==> src/rtl/alert_resp_pkg.sv <==
package alert_resp_pkg;

  typedef enum logic [2:0] {
    ST_IDLE,
    ST_RX,
    ST_ACK,
    ST_TX,
    ST_WAIT
  } phase_t;

  typedef struct packed {
    logic start;
    logic stop;
    logic sclRise;
    logic sclFall;
  } bus_evt_t;

  typedef struct packed {
    logic cntClr;
    logic cntInc;
    logic rxShift;
    logic txLoad;
    logic txNext;
    logic driveLow;
    logic driveRel;
  } dp_ctrl_t;

endpackage

==> src/rtl/alert_resp_dp.sv <==
module alert_resp_dp
  import alert_resp_pkg::*;
#(
  parameter int ADDR_W      = 7,
  parameter int SYNC_STAGES = 2,
  localparam int BYTE_W     = ADDR_W + 1,
  localparam int CNT_W      = $clog2(BYTE_W + 1)
) (
  input  logic              clk,
  input  logic              rstN,
  input  logic              sclIn,
  input  logic              sdaIn,
  input  logic [ADDR_W-1:0] myAddr,
  input  dp_ctrl_t          stb,
  output bus_evt_t          evt,
  output logic [BYTE_W-1:0] rxByte,
  output logic [CNT_W-1:0]  bitCnt,
  output logic              txCur,
  output logic              sdaS,
  output logic              sdaPull
);

  logic [SYNC_STAGES-1:0] sclPipe;
  logic [SYNC_STAGES-1:0] sdaPipe;
  logic                   sclS;
  logic                   sclPrev;
  logic                   sdaPrev;
  logic [ADDR_W-1:0]      txRest;

  // bus lines idle high, so the synchronisers reset to 1
  always_ff @(posedge clk or negedge rstN) begin
    if (!rstN) begin
      sclPipe <= '1;
      sdaPipe <= '1;
      sclPrev <= 1'b1;
      sdaPrev <= 1'b1;
    end else begin
      sclPipe <= {sclPipe[SYNC_STAGES-2:0], sclIn};
      sdaPipe <= {sdaPipe[SYNC_STAGES-2:0], sdaIn};
      sclPrev <= sclS;
      sdaPrev <= sdaS;
    end
  end

  assign sclS = sclPipe[SYNC_STAGES-1];
  assign sdaS = sdaPipe[SYNC_STAGES-1];

  always_comb begin
    evt.sclRise = sclS & ~sclPrev;
    evt.sclFall = ~sclS & sclPrev;
    evt.start   = sclS & sclPrev & sdaPrev & ~sdaS;
    evt.stop    = sclS & sclPrev & ~sdaPrev & sdaS;
  end

  // receive shifter and bit counter
  always_ff @(posedge clk or negedge rstN) begin
    if (!rstN) begin
      rxByte <= '0;
      bitCnt <= '0;
    end else begin
      if (stb.rxShift) rxByte <= {rxByte[BYTE_W-2:0], sdaS};
      if (stb.cntClr)      bitCnt <= '0;
      else if (stb.cntInc) bitCnt <= bitCnt + 1'b1;
    end
  end

  // transmit bit in flight plus the bits still to come; a 1 trails the address
  always_ff @(posedge clk or negedge rstN) begin
    if (!rstN) begin
      txCur   <= 1'b1;
      txRest  <= '1;
      sdaPull <= 1'b0;
    end else begin
      if (stb.driveRel) begin
        sdaPull <= 1'b0;
        txCur   <= 1'b1;
      end else if (stb.driveLow) begin
        sdaPull <= 1'b1;
      end else if (stb.txLoad) begin
        txCur   <= myAddr[ADDR_W-1];
        txRest  <= {myAddr[ADDR_W-2:0], 1'b1};
        sdaPull <= ~myAddr[ADDR_W-1];
      end else if (stb.txNext) begin
        txCur   <= txRest[ADDR_W-1];
        txRest  <= {txRest[ADDR_W-2:0], 1'b1};
        sdaPull <= ~txRest[ADDR_W-1];
      end
    end
  end


  drive_low_scl_chk: assert property (@(posedge clk) disable iff (!rstN)
    $rose(sdaPull) |-> !sclS);


  stop_release_chk: assert property (@(posedge clk) disable iff (!rstN)
    evt.stop |=> !sdaPull);

endmodule

==> src/rtl/alert_resp_ctrl.sv <==
module alert_resp_ctrl
  import alert_resp_pkg::*;
#(
  parameter int                ADDR_W   = 7,
  parameter logic [ADDR_W-1:0] ARA_ADDR = 7'h0C,
  localparam int BYTE_W = ADDR_W + 1,
  localparam int CNT_W  = $clog2(BYTE_W + 1)
) (
  input  logic              clk,
  input  logic              rstN,
  input  bus_evt_t          evt,
  input  logic [BYTE_W-1:0] rxByte,
  input  logic [CNT_W-1:0]  bitCnt,
  input  logic              txCur,
  input  logic              sdaS,
  input  logic [ADDR_W-1:0] myAddr,
  input  logic              alertOn,
  input  logic              alertCfg,
  output dp_ctrl_t          stb,
  output logic              winStb,
  output logic              lostStb
);

  localparam logic [CNT_W-1:0] FULL_CNT = CNT_W'(BYTE_W);
  localparam logic [CNT_W-1:0] ADDR_CNT = CNT_W'(ADDR_W);
  localparam logic [CNT_W-1:0] LAST_BIT = CNT_W'(ADDR_W - 1);

  phase_t state, stateNext;
  logic   isAra, araNext;
  logic   ownHit, araHit;

  assign ownHit = (rxByte[BYTE_W-1:1] == myAddr);
  assign araHit = (rxByte == {ARA_ADDR, 1'b1}) && alertOn && !alertCfg;

  always_ff @(posedge clk or negedge rstN) begin
    if (!rstN) begin
      state <= ST_IDLE;
      isAra <= 1'b0;
    end else begin
      state <= stateNext;
      isAra <= araNext;
    end
  end

  always_comb begin
    stb       = '0;
    winStb    = 1'b0;
    lostStb   = 1'b0;
    stateNext = state;
    araNext   = isAra;
    if (evt.stop) begin
      stateNext    = ST_IDLE;
      stb.driveRel = 1'b1;
    end else if (evt.start) begin
      stateNext    = ST_RX;
      stb.cntClr   = 1'b1;
      stb.driveRel = 1'b1;
    end else begin
      unique case (state)
        ST_RX: begin
          if (evt.sclRise) begin
            stb.rxShift = 1'b1;
            stb.cntInc  = 1'b1;
          end else if (evt.sclFall && bitCnt == FULL_CNT) begin
            if (ownHit || araHit) begin
              stb.driveLow = 1'b1;
              araNext      = araHit;
              stateNext    = ST_ACK;
            end else begin
              stateNext = ST_WAIT;
            end
          end
        end
        ST_ACK: begin
          if (evt.sclFall) begin
            if (isAra) begin
              stb.txLoad = 1'b1;
              stb.cntClr = 1'b1;
              stateNext  = ST_TX;
            end else begin
              stb.driveRel = 1'b1;
              stateNext    = ST_WAIT;
            end
          end
        end
        ST_TX: begin
          if (evt.sclRise) begin
            if (bitCnt < ADDR_CNT && txCur && !sdaS) begin
              lostStb      = 1'b1;
              stb.driveRel = 1'b1;
              stateNext    = ST_WAIT;
            end else begin
              stb.cntInc = 1'b1;
              if (bitCnt == LAST_BIT) winStb = 1'b1;
            end
          end else if (evt.sclFall) begin
            if (bitCnt == FULL_CNT) begin
              stb.driveRel = 1'b1;
              stateNext    = ST_WAIT;
            end else begin
              stb.txNext = 1'b1;
            end
          end
        end
        default: ;
      endcase
    end
  end


  lost_only_tx_chk: assert property (@(posedge clk) disable iff (!rstN)
    lostStb |=> state == ST_WAIT);

endmodule

==> src/rtl/alert_resp_slave.sv <==
module alert_resp_slave
  import alert_resp_pkg::*;
#(
  parameter int                ADDR_W      = 7,
  parameter int                SYNC_STAGES = 2,
  parameter logic [ADDR_W-1:0] ADDR_LO     = 7'h18,
  parameter logic [ADDR_W-1:0] ADDR_HI     = 7'h4E,
  parameter logic [ADDR_W-1:0] ARA_ADDR    = 7'h0C,
  localparam int BYTE_W = ADDR_W + 1,
  localparam int CNT_W  = $clog2(BYTE_W + 1)
) (
  input  logic clk,
  input  logic rstN,
  input  logic sclIn,
  input  logic sdaIn,
  output logic sdaPull,
  input  logic addrSel,
  input  logic alertReq,
  input  logic alertCfg,
  input  logic maskWrEn,
  input  logic maskWrData,
  output logic maskBit,
  output logic alertPull
);

  bus_evt_t          evt;
  dp_ctrl_t          stb;
  logic [BYTE_W-1:0] rxByte;
  logic [CNT_W-1:0]  bitCnt;
  logic              txCur;
  logic              sdaS;
  logic              winStb;
  logic              lostStb;
  logic              alertPend;
  logic [ADDR_W-1:0] myAddr;

  assign myAddr = addrSel ? ADDR_HI : ADDR_LO;

  // a won arbitration takes priority over a software write in the same cycle
  always_ff @(posedge clk or negedge rstN) begin
    if (!rstN) begin
      maskBit   <= 1'b0;
      alertPend <= 1'b0;
    end else begin
      if (winStb)        maskBit <= 1'b1;
      else if (maskWrEn) maskBit <= maskWrData;
      if (winStb)        alertPend <= 1'b0;
      else if (alertReq) alertPend <= 1'b1;
    end
  end

  assign alertPull = alertPend & ~maskBit;

  alert_resp_dp #(
    .ADDR_W     (ADDR_W),
    .SYNC_STAGES(SYNC_STAGES)
  ) u_dp (
    .clk    (clk),
    .rstN   (rstN),
    .sclIn  (sclIn),
    .sdaIn  (sdaIn),
    .myAddr (myAddr),
    .stb    (stb),
    .evt    (evt),
    .rxByte (rxByte),
    .bitCnt (bitCnt),
    .txCur  (txCur),
    .sdaS   (sdaS),
    .sdaPull(sdaPull)
  );

  alert_resp_ctrl #(
    .ADDR_W  (ADDR_W),
    .ARA_ADDR(ARA_ADDR)
  ) u_ctrl (
    .clk     (clk),
    .rstN    (rstN),
    .evt     (evt),
    .rxByte  (rxByte),
    .bitCnt  (bitCnt),
    .txCur   (txCur),
    .sdaS    (sdaS),
    .myAddr  (myAddr),
    .alertOn (alertPull),
    .alertCfg(alertCfg),
    .stb     (stb),
    .winStb  (winStb),
    .lostStb (lostStb)
  );


  win_masks_chk: assert property (@(posedge clk) disable iff (!rstN)
    winStb |=> maskBit && !alertPull && !alertPend);


  win_needs_alert_chk: assert property (@(posedge clk) disable iff (!rstN)
    winStb |-> alertPend);


  lost_keeps_chk: assert property (@(posedge clk) disable iff (!rstN)
    (lostStb && !maskWrEn && !alertReq) |=> $stable(maskBit) && $stable(alertPend));

endmodule

==> config.mk <==
export PLATFORM = sky130hd
export DESIGN_NAME = alert_resp_slave
export DESIGN_NICKNAME = d
export VERILOG_FILES = /design/src/rtl/alert_resp_pkg.sv /design/src/rtl/alert_resp_dp.sv /design/src/rtl/alert_resp_ctrl.sv /design/src/rtl/alert_resp_slave.sv
export SDC_FILE = /design/constraint.sdc
export NUM_CORES = 1
export LEC_CHECK = 0
export BUFFER_PORTS_ARGS = -buffer_cell sky130_fd_sc_hd__buf_2
export CAP_MARGIN = 30
export CORE_MARGIN = 3
export CORE_UTILIZATION = 61
export CTS_BUF_LIST = sky130_fd_sc_hd__clkbuf_8
export CTS_CLUSTER_SIZE = 28
export DETAILED_ROUTE_END_ITERATION = 6
export GPL_ROUTABILITY_DRIVEN = 0
export PLACE_DENSITY = 0.81
export SYNTH_ARGS = -nofsm -noshare
export SYNTH_HDL_FRONTEND = slang
export SYNTH_SLANG_ARGS = --single-unit
==> constraint.sdc <==
create_clock -name clk -period 2.3 [get_ports clk]
set_input_delay 0.115 -clock clk [delete_from_list [all_inputs] [get_ports clk]]
set_output_delay 0.115 -clock clk [all_outputs]
set_load 0.01 [all_outputs]
# Word level (Yosys, flattened, before mapping)
# Cells that the tools add are included.
# Widths: inputs -> output; s select.
# totals
register_bits	33
latch_bits	0
mem_bits_rw	0
mem_bits_ro	0
input_bits	9
output_inout_bits	3
mem_count	0
# classes
n_addsub	1
n_mul	0
n_div	0
n_lt_le_gt_ge	1
n_eq_ne	14
n_shift	0
muxes	63
bitwise_logic	20
n_reduce_logical	19
# op_table
operator	count
$mux 1	41
$mux 3	11
$mux 7	3
$ne 5x4->1 const B	3
$not 1->1	12
$pmux 3 s3	1
$and 1x1->1	8
$eq 8x5->1 const B	1
$mux 4	2
$ne 4x3->1 const B	2
$reduce_bool 2->1	4
$eq 7x7->1	1
$reduce_and 7->1	1
$eq 3x2->1 const B	2
$mux 6	1
$reduce_and 6->1	1
$logic_and 1x1->1	5
$mux 5	1
$reduce_bool 5->1	1
$add 4x1->4 const B	1
$eq 4x3->1 const B	1
$eq 4x4->1 const B	1
$lt 4x3->1 const B	1
$ne 4x4->1 const B	1
other kinds (10)	12

# Longest topological paths before layout
# depth
ltp_word	15
depth_mapped	7
ltp_nobuf	7

# Modules after synthesis
# Synthesis repeated with hierarchy kept, for this count alone.
# hier_totals
hier_cells	143
area_unflattened_um2	1711.6
# modules_own_cells
mod	instances	cells_per_inst	area_each_um2	seq_area_each_um2
alert_resp_dp	1	73	1078.5	666.9
alert_resp_ctrl	1	60	540.5	100.1
alert_resp_slave	1	10	92.6	50.0

# Worst setup path before layout
# OpenSTA, ideal clock, no wires.
# synth_timing
path_kind	register -> register
from	register maskBit
to	register u_ctrl.isAra
arrival_time_ps	1629
required_ps	2172
path_slack_ps	543
path_stages_with_launch	6
path_buffers	0
period_less_slack_ps	1757
cell_sequence	dfrtp_1 -> nor2b_1 -> nand4_1 -> and3_1 -> nor4_2 -> mux2_1
# synth_via
elab_chain_len	6
# synth_rtl
item	line	rtl
start: declaration	alert_resp_slave.sv:22	output logic maskBit,
start signal: assignment	alert_resp_slave.sv:46	else if (maskWrEn) maskBit <= maskWrData;
$not 1->1 (*)	alert_resp_slave.sv:52	assign alertPull = alertPend & ~maskBit;
$and 1x1->1 (*)	alert_resp_slave.sv:52	
named net alertPull	alert_resp_slave.sv:23	output logic alertPull
$logic_and 1x1->1 (*) (2 in series)	alert_resp_ctrl.sv:33	assign araHit = (rxByte == {ARA_ADDR, 1'b1}) && alertOn && !alertCfg;
$logic_or 1x1->1	alert_resp_ctrl.sv:65	if (ownHit || araHit) begin
$reduce_and 6->1 (no source line)	n/a	
end signal: assignment	alert_resp_ctrl.sv:41	isAra <= araNext;
end: declaration	alert_resp_ctrl.sv:29	logic isAra, araNext;
# Mark *: on every way through the listed nets, which the timed path passes. The rest lies on a longest branch.
# A chain may end at the register's enable or synchronous reset.

# Worst setup path in the final report
# layout_timing
from	register u_ctrl.state[2]
to	register u_ctrl.state[0]
# layout_via
elab_chain_len	4
word_cells_on_any_way	14
# layout_rtl
item	line	rtl
start: declaration	alert_resp_ctrl.sv:28	phase_t state, stateNext;
start signal: assignment	alert_resp_ctrl.sv:40	state <= stateNext;
$eq 3x2->1 / $eq 3x1->1 (equally long branches)	alert_resp_ctrl.sv:59	unique case (state)
$pmux 3 s3	alert_resp_ctrl.sv:59	
$mux 3	alert_resp_ctrl.sv:54	end else if (evt.start) begin
$mux 3	alert_resp_ctrl.sv:51	if (evt.stop) begin
# Several ways; a longest one is shown, not always the timed one.

==> reports/metrics.csv <==
metric,value,unit
vias in the first global route,1266,
Yosys Warn Count,0,
Hold Path Depth,3,
first drt pass iteration count,5,
first-pass GRT wire length,5.54,mm
postcts setup bufs,0,
Port Buffers,11,
"Clk pin slew, worst setup/hold paths",0.06,ns
CP Max Fanout,7,
status,completed,
PwrDens,759,mW/mm^2
Final ANT Viol Nets,0,
# resized after CTS,0,
Post-route DRC,0,
Fillers,172,
Max Slew Vio Count,0,
number of synthesized flops with an enable pin,0,
critical path type,reg2reg,
final worst-path cycle share,0.850,
Clock Skew,0.00728,ns
Critical Path Sink Type,register,
post-layout min period,1.95,ns
Worst Setup Start Kind,register,
final core utilization,0.738,
Post-layout nets,194,
Starting DRT DRC Count,60,
asr flop ratio synth,1.00,
Max IR drop VDD,0.686,mV
syn_area_per_cell,9.96,um^2
drt via density,5.96,
relative slew slack,0.548,
Clock Latency Late Sink,0.28,ns
Crit path arrival time,2.16,ns
CTS HTree Levels,2,
most common flop cell mapped by yosys,dfrtp_1,
share of layout cells above drive strength 1,0.230,
CTS max path bufs,2,
Ant. Diodes,0,
Crit Reg-Reg Endpoint,u_ctrl.state[0]$_DFFE_PN0P_,
slew at the pin closest to its max-slew limit,0.678,ns
clock sinks,32,
wire length on met2,1.58,mm
Vias,1270,
die height,57.4,um
Ports,12,
fmax,0.512,GHz
HPWL Detailed,2.40,mm
Finish-stage setup viols,0,
wire length per cell,15.3,um
Routed WL,3.25,mm
Synth cell types,46,
"Hold Vio Cnt, Final",0,
Inst Count DP,202,
Worst Hold Path EP,maskBit$_DFFE_PN0P_,
pin count of the biggest net entering global routing,33,
Syn Nets,174,
Hold Path Class,in2reg,
Core ar.,0.00250,mm^2
FF-to-FF setup slack,0.35,ns
post-synthesis sequential area ratio,0.507,
top sig layer,met4,
setup TNS,0,ns
Crit path required time,2.50,ns
Post-Syn Area,0.00161,mm^2
HP Start,maskWrData,
Synth Instances,162,
initial core utilization,0.645,
number of CTS-inserted buffers,5,
Root Driver,clkbuf_8,
RSZ-0062 raised after global routing,false,
Die ar.,0.00330,mm^2
worst r2r src,u_ctrl.state[2]$_DFFE_PN0P_,
Total GRT Usage,0.219,
final cell count without fillers,213,
Seq cells post-synth,32,
std cell rows,18,
grt total ovfl,0,
Layout area overhead,14.4,%
DR WL met3,235,um
wl on met1,1.38,mm
Worst R2R Path Depth,5,
LEAKAGE,0.829,nW
CTS tree,built,
Max Cap Violations,0,
initial antenna violation count,0,
die width,57.4,um
-- worst max-delay path: stages (launching register included) --
cell and delay [ns]:
dfrtp_1 0.45, nand2b_2 0.27, nor3b_1 0.43, a31oi_1 0.17, a221oi_2 0.39, o21bai_1 0.17
-- worst max path at each step --
| stage | end | start | cells past startpoint |
|---|---|---|---|
| finish | u_ctrl.state[0]$_DFFE_PN0P_ | u_ctrl.state[2]$_DFFE_PN0P_ | 5 |
| detailed placement | u_dp.bitCnt[2]$_DFFE_PN0P_ | u_dp.bitCnt[1]$_DFFE_PN0P_ | 6 |
| floorplan | u_ctrl.isAra$_DFFE_PN0P_ | maskBit$_DFFE_PN0P_ | 5 |
| global placement | u_ctrl.state[0]$_DFFE_PN0P_ | u_ctrl.state[2]$_DFFE_PN0P_ | 5 |
| global route | u_ctrl.state[0]$_DFFE_PN0P_ | u_ctrl.state[2]$_DFFE_PN0P_ | 5 |
| CTS | u_ctrl.state[0]$_DFFE_PN0P_ | u_ctrl.state[2]$_DFFE_PN0P_ | 5 |
-- cell usage in the layout, fill, tap and decap left out, drive strengths merged, types with 2 or more instances in the layout --
cell type,n
mux2i,5
dlygate4sd3,3
a21oi,8
nor2b,5
a31oi,4
nor3b,2
dfrtp,19
mux2,2
inv,10
nand2b,3
nor3,3
ha,3
a211oi,3
clkbuf,5
o21ai,7
xor2,3
nand3b,3
dfstp,13
nand2,26
buf,13
nand4,3
nor2,17
nand3,4
-- metal layers --
| metal | vias up | track usage |
|---|---|---|
| met2 | 49 | 0.348 |
| li1 | 610 | - |
| met1 | 603 | 0.269 |
| met3 | 8 | 0.0860 |
| met4 | 0 | 0.0828 |
| met5 | - | 0 |
-- cells in the mapped netlist, types with 2 or more instances --
| cell | n | area share |
|---|---|---|
| a211oi_1 | 2 | 0.0093 |
| a21oi_1 | 7 | 0.022 |
| a31oi_1 | 3 | 0.012 |
| buf_2 | 2 | 0.0062 |
| dfrtp_1 | 19 | 0.29 |
| dfstp_2 | 13 | 0.21 |
| ha_1 | 3 | 0.023 |
| inv_1 | 9 | 0.021 |
| mux2i_1 | 5 | 0.031 |
| nand2_1 | 26 | 0.061 |
| nand2b_1 | 2 | 0.0078 |
| nand3_1 | 4 | 0.012 |
| nand3b_1 | 3 | 0.014 |
| nand4_1 | 3 | 0.012 |
| nor2_1 | 17 | 0.040 |
| nor2b_1 | 5 | 0.019 |
| nor3_1 | 2 | 0.0062 |
| nor3b_1 | 2 | 0.0093 |
| o21ai_0 | 6 | 0.019 |
| xor2_1 | 3 | 0.016 |
-- per-stage QoR --
step | area (um^2) | worst slack (ns) | hold WS [ns] | total power, mW
6_report | 1840 | 0.345 | 0.0644 | 1.40
3_3_place_gp | 1710 | 0.479 | 0.179 | 0.881
5_1_grt | 1840 | 0.264 | 0.0900 | 1.48
4_1_cts | 1840 | 0.408 | 0.0558 | 1.42
3_5_place_dp | 1710 | 0.426 | 0.186 | 0.896
2_1_floorplan | 1610 | 0.543 | -0.181 | 0.831
-- logic make-up (layout without fill, tap and decap cells) --
group           Yosys count  in the layout  synth area share
compound gates           33             33             0.151
xor+xnor                  4              4            0.0217
fa+ha+maj                 3              3            0.0233
simple gates             71             71             0.220
buf+inv                  12             33            0.0295
mux                       7              7            0.0473
flops                    32             32             0.507
-- registers in the layout (all words and copies together), names as in the netlist --
signal,count
u_dp.rxByte,8
u_ctrl.state,3
u_ctrl.isAra,1
u_dp.sclPipe,2
alertPend,1
u_dp.sclPrev,1
u_dp.bitCnt,4
u_dp.sdaPipe,2
u_dp.txCur,1
u_dp.txRest,6
u_dp.sdaPull,1
maskBit,1
u_dp.sdaPrev,1
-- where the power goes --
group          switching, mW  internal (mW)
combinational          0.109         0.0917
sequential            0.0624          0.629
clock                  0.192          0.316
-- final cells by class --
cell class / instances / area, um^2 / share of cell area
clock buffers: 5 / 68.8 / 0.0373
clock inverters: 3 / 38.8 / 0.0210
inverters: 9 / 33.8 / 0.0183
multi-input cells: 118 / 748 / 0.406
flip-flops and latches: 32 / 817 / 0.443
well taps: 30 / 37.5 / 0.0204
repair buffers: 16 / 100 / 0.0543
-- what timing repair did --
action                                 4_1_cts  5_1_grt
endpoints found under the hold margin       21        0
setup endpoints to repair                    0        0
hold buffers                                 3        0
Note: power is estimated with default switching activity, not from simulation.
